--- config.mk ---
export PLATFORM = sky130hd
export DESIGN_NAME = ioexp_top
export DESIGN_NICKNAME = d
export VERILOG_FILES = /design/src/rtl/ioexp_pkg.sv /design/src/rtl/ioexp_sync.sv /design/src/rtl/ioexp_irq.sv /design/src/rtl/ioexp_misc.sv /design/src/rtl/ioexp_top.sv
export SDC_FILE = /design/constraint.sdc
export NUM_CORES = 1
export LEC_CHECK = 0
export BUFFER_PORTS_ARGS = -buffer_cell sky130_fd_sc_hd__buf_4
export CORE_MARGIN = 4
export CORE_UTILIZATION = 40
export DETAILED_ROUTE_END_ITERATION = 12
export GPL_TIMING_DRIVEN = 0
export MAX_ROUTING_LAYER = met4
export PLACE_DENSITY = 0.61
export SETUP_SLACK_MARGIN = 0.4
export SYNTH_ARGS = -nofsm -noshare
export SYNTH_HDL_FRONTEND = slang
export SYNTH_SLANG_ARGS = --single-unit
--- constraint.sdc ---
create_clock -name clk -period 1.38 [get_ports clk]
set_input_delay 0.138 -clock clk [delete_from_list [all_inputs] [get_ports clk]]
set_output_delay 0.138 -clock clk [all_outputs]
set_load 0.01 [all_outputs]
--- src/rtl/ioexp_pkg.sv ---
package ioexp_pkg;
    localparam int DW    = 8;
    localparam int AW    = 4;
    localparam int NMISC = 5;

    typedef logic [AW-1:0] addr_t;
    typedef logic [DW-1:0] byte_t;

    localparam addr_t A_LEVEL = 4'h8;
    localparam addr_t A_MASK  = 4'hC;
    localparam addr_t A_STAT  = 4'hE;

    // inputs without a source: status never sets
    localparam byte_t NC_BITS = 8'h04;

    typedef struct packed {
        logic  wr;
        logic  rd;
        addr_t addr;
        byte_t data;
    } bus_req_t;

    // output byte index 0 (byte 1) sits apart from the even-address group
    function automatic addr_t misc_addr(input int idx);
        return (idx == 0) ? addr_t'(4'hA) : addr_t'((idx - 1) * 2);
    endfunction
endpackage

--- src/rtl/ioexp_sync.sv ---
module ioexp_sync
    import ioexp_pkg::*;
(
    input  logic  clk,
    input  logic  rst,
    input  byte_t pin_in,
    output byte_t level,
    output byte_t rise
);
    for (genvar b = 0; b < DW; b++) begin : g_bit
        logic [2:0] sh;
        always_ff @(posedge clk) begin
            if (rst) sh <= '0;
            else     sh <= {sh[1:0], pin_in[b]};
        end
        assign level[b] = sh[1];
        assign rise[b]  = sh[1] & ~sh[2];
    end
endmodule

--- src/rtl/ioexp_irq.sv ---
module ioexp_irq
    import ioexp_pkg::*;
(
    input  logic  clk,
    input  logic  rst,
    input  logic  stat_we,
    input  logic  mask_we,
    input  byte_t wdata,
    input  byte_t rise,
    output byte_t status,
    output byte_t mask
);
    byte_t clr;
    assign clr = stat_we ? wdata : '0;

    always_ff @(posedge clk) begin
        if (rst) begin
            status <= '0;
            mask   <= '0;
        end else begin
            if (mask_we) mask <= wdata;
            // a fresh edge outranks a clear of the same bit
            status <= ((status & ~clr) | rise) & ~NC_BITS;
        end
    end
endmodule

--- src/rtl/ioexp_misc.sv ---
module ioexp_misc
    import ioexp_pkg::*;
(
    input  logic               clk,
    input  logic               rst,
    input  logic               we,
    input  addr_t              addr,
    input  byte_t              wdata,
    output logic [NMISC*DW-1:0] regs
);
    for (genvar g = 0; g < NMISC; g++) begin : g_reg
        localparam addr_t MY_ADDR = misc_addr(g);
        always_ff @(posedge clk) begin
            if (rst)                        regs[g*DW +: DW] <= '0;
            else if (we && addr == MY_ADDR) regs[g*DW +: DW] <= wdata;
        end
    end
endmodule

--- src/rtl/ioexp_top.sv ---
module ioexp_top
    import ioexp_pkg::*;
(
    input  logic                    clk,
    input  logic                    rst,
    input  logic                    cs,
    input  logic                    wr,
    input  logic                    rd,
    input  logic [AW-1:0]           addr,
    input  logic [DW-1:0]           wdata,
    output logic [DW-1:0]           rdata,
    input  logic [DW-1:0]           irq_in,
    output logic [NMISC*DW-1:0]     misc_out,
    output logic                    host_irq
);
    bus_req_t req;
    byte_t    level_w, rise_w, status_q, mask_q, rd_mux;

    assign req = '{wr: cs & wr, rd: cs & rd, addr: addr, data: wdata};

    ioexp_sync u_sync (
        .clk(clk), .rst(rst), .pin_in(irq_in), .level(level_w), .rise(rise_w)
    );

    ioexp_irq u_irq (
        .clk(clk), .rst(rst),
        .stat_we(req.wr && req.addr == A_STAT),
        .mask_we(req.wr && req.addr == A_MASK),
        .wdata(req.data), .rise(rise_w),
        .status(status_q), .mask(mask_q)
    );

    ioexp_misc u_misc (
        .clk(clk), .rst(rst), .we(req.wr), .addr(req.addr),
        .wdata(req.data), .regs(misc_out)
    );

    always_comb begin
        // write-only bytes read as zero; software must not rely on it
        if      (req.addr == A_LEVEL)      rd_mux = level_w;
        else if (req.addr == A_MASK)       rd_mux = mask_q;
        else if (req.addr == A_STAT)       rd_mux = status_q;
        else if (req.addr == misc_addr(0)) rd_mux = misc_out[DW-1:0];
        else                               rd_mux = '0;
    end

    always_ff @(posedge clk) begin
        if (rst)         rdata <= '0;
        else if (req.rd) rdata <= rd_mux;
    end

    assign host_irq = |(status_q & mask_q);
endmodule

==> reports/metrics.yaml <==
grt:
  grt_antenna_before_repair: 0
  grt_max_degree: 15
  grt_usage_pct: 17.16
  grt_overflow_total: 0
  grt_pass1_vias: 2583
  grt_pass1_wl_um: 13040
logic_synthesis:
  synth_xor_xnor_area_share_pct: 0
  ys_types: 30
  synthAdderAreaFrac_pct: 0
  yosys_most_used_dff: "dfxtp_1"
  ys_async_sr_fraction_pct: 0
  synth_top_family_by_area: "simple AND/OR/NAND/NOR gates"
  yosysWarnings: 0
  yosysSeqAreaShare_pct: 52.08
  syn_area_um2: 3306
  synthSimpleGateAreaFrac_pct: 20.14
  synth-compound-area-share_pct: 11.92
  synth_fp_nets: 358
  synth.avg_cell_area_um2: 9.927
  yosys-mux-area-fraction_pct: 12.11
  syn_inst: 333
  yosys_register_bits: 86
  synth_edf_count: 0
floorplan:
  die_area_um2: 9782
  initial_utilization_pct: 41.91
  core_area_um2: 7888
  core.rowCount: 32
  die_w_um: 98.91
  boundaryPins: 74
  die_h_um: 98.91
layout:
  nFillCells: 709
  layout_common_cells: "buf_4, nand2_1, dfxtp_2"
  regArea_um2: 1782
  antenna_cells: 0
  fin_util_pct: 58.03
  final_nets: 458
  drive_gt1_share_pct: 38.81
  final_area_um2: 4577
  final_common_cell: "buf_4"
  area_delta_synth_final_pct: 38.46
  multi_input_comb_area_um2: 1509
placement:
  post_dp_cell_area_um2: 4011
  place_congestion: 0.8560
  numPortBuffers: 72
  dp_hpwl_um: 6072
clock_network:
  numCtsBuffers: 9
  cts_tree: "done"
  clockRootBuffer: "clkbuf_8"
  clk_pin_slew_worst_paths_ps: 80
  worstSkewPairLatency_ps: 350
  cts_max_path_buffers: 2
  htree_levels: 3
  clkSinkCount: 86
timing:
  relSlewSlack_pct: 67.11
  tightest_slew_ps: 493.4
  hold_viol: 0
  whs_ps: 4.663
  skew_ps: 7.675
  fmax_ghz: 0.6926
  fin_ws_ps: -63.81
  finalCriticalPeriod_ps: 1444
  rsz0062_at_grt: "yes"
  setup_violations: 1
  fin_crit_sh_pct: 104.6
  finalSetupTns_ps: -63.81
  slew_viol_final: 0
run_status:
  violations: "setup timing"
  status: "finished with violations"
worst_setup_path:
  cp_max_fo: 2
  path_class: "reg2out"
  crit_arrival_ps: 1310
  critPathRequiredTime_ps: 1240
  crit_path_end_kind: "primary output"
  startpoint_type: "flop"
drt:
  routedWlPerCell_um: 15.33
  drt-vias-per-instance: 5.100
  dr.pass1.iters: 4
  drc: 0
  num_vias: 2754
  routed_wl_um: 8276
  drtIter0Drc: 129
  ant_nets: 0
flow_run:
  cap_violations: 0
pwr:
  leakage_uw: 0.002051
  p_per_area_nw_per_um2: 1056
  finalPower_uw: 4835
  vdd_drop_max_mv: 0.5470
worst_hold_path:
  hp-class: "in2reg"
synthesized netlist by cell type, drive strengths merged, types with 8 or more instances:
cell type / n / area [um^2]
nand3b: 10 / 87.58
a21oi: 16 / 80.08
clkbuf: 10 / 37.54
nand2: 52 / 202.7
nor2: 9 / 33.78
nor2b: 25 / 156.4
mux2i: 40 / 400.4
o21ai: 9 / 45.04
dfxtp: 86 / 1722
buf: 11 / 56.30
a211oi: 8 / 60.06
nand3: 16 / 80.08
inv: 8 / 30.03
sequential cells by signal, indices dropped and copies added, names as in the netlist:
| signal | count |
|---|---|
| u_irq.status | 7 |
| u_sync.g_bit.sh | 23 |
| rdata | 8 |
| u_irq.mask | 8 |
| u_misc.regs | 40 |
logic make-up after synthesis:
kind of cell	count (synthesis)
compound gates	57
buf+inv	29
mux	40
flops	86
simple gates	121
metrics by stage:
stage	setup slack, ps	cells
5_1_grt	-139.1	540
4_1_cts	-78.55	534
3_3_place_gp	-35.51	507
3_5_place_dp	-65.25	507
6_report	-63.81	540
2_1_floorplan	200.0	333
report_power, final:
part	internal (uW)	leakage (uW)	switching [uW]
clock network	943	0.0000992	887
logic	198	0.00123	228
registers	2550	0.000723	32.4
final cells by class:
| type | instances | share of cell area (%) |
|---|---|---|
| clock inverters | 4 | 1.176 |
| inverters | 8 | 0.6561 |
| plain buffers | 21 | 2.870 |
| flip-flops and latches | 86 | 38.93 |
| repair buffers | 89 | 17.22 |
| clock buffers | 12 | 3.390 |
| multi-input cells | 218 | 32.97 |
| well taps | 102 | 2.788 |
what timing repair did:
item,in CTS,in global routing
gates resized for setup,15,69
pin swaps,6,7
hold endpoints to repair,8,0
setup buffers,4,6
hold buffers,7,0
setup endpoints to repair,40,46
critical path, stage by stage (launching register included):
cell and delay [ps]:
dfxtp_2 330, a222oi_1 320, nand3_1 160, buf_6 150
path summary, 6_finish.rpt:
check / end / slack (ps) / depth (start not counted) / startpoint
worst max-delay path: host_irq / -60 / 3 / u_irq.mask[4]
worst max register to register: rdata[4] / 340 / 5 / u_irq.mask[4]
worst min-delay path: u_sync.g_bit[1].sh[0] / 5 / 2 / irq_in[1]
worst min register to register: u_sync.g_bit[2].sh[1] / 440 / 1 / u_sync.g_bit[2].sh[0]
metal layers:
| layer | global-route usage [%] | part of all wire, % | vias to the layer above |
|---|---|---|---|
| met2 | 24.85 | 46 | 70 |
| li1 | - | - | 1357 |
| met4 | 6.092 | 1.6 | 0 |
| met5 | - | 0 | - |
| met1 | 23.74 | 47 | 1315 |
| met3 | 3.397 | 4.7 | 12 |
Power figures use the tool's default switching activity.
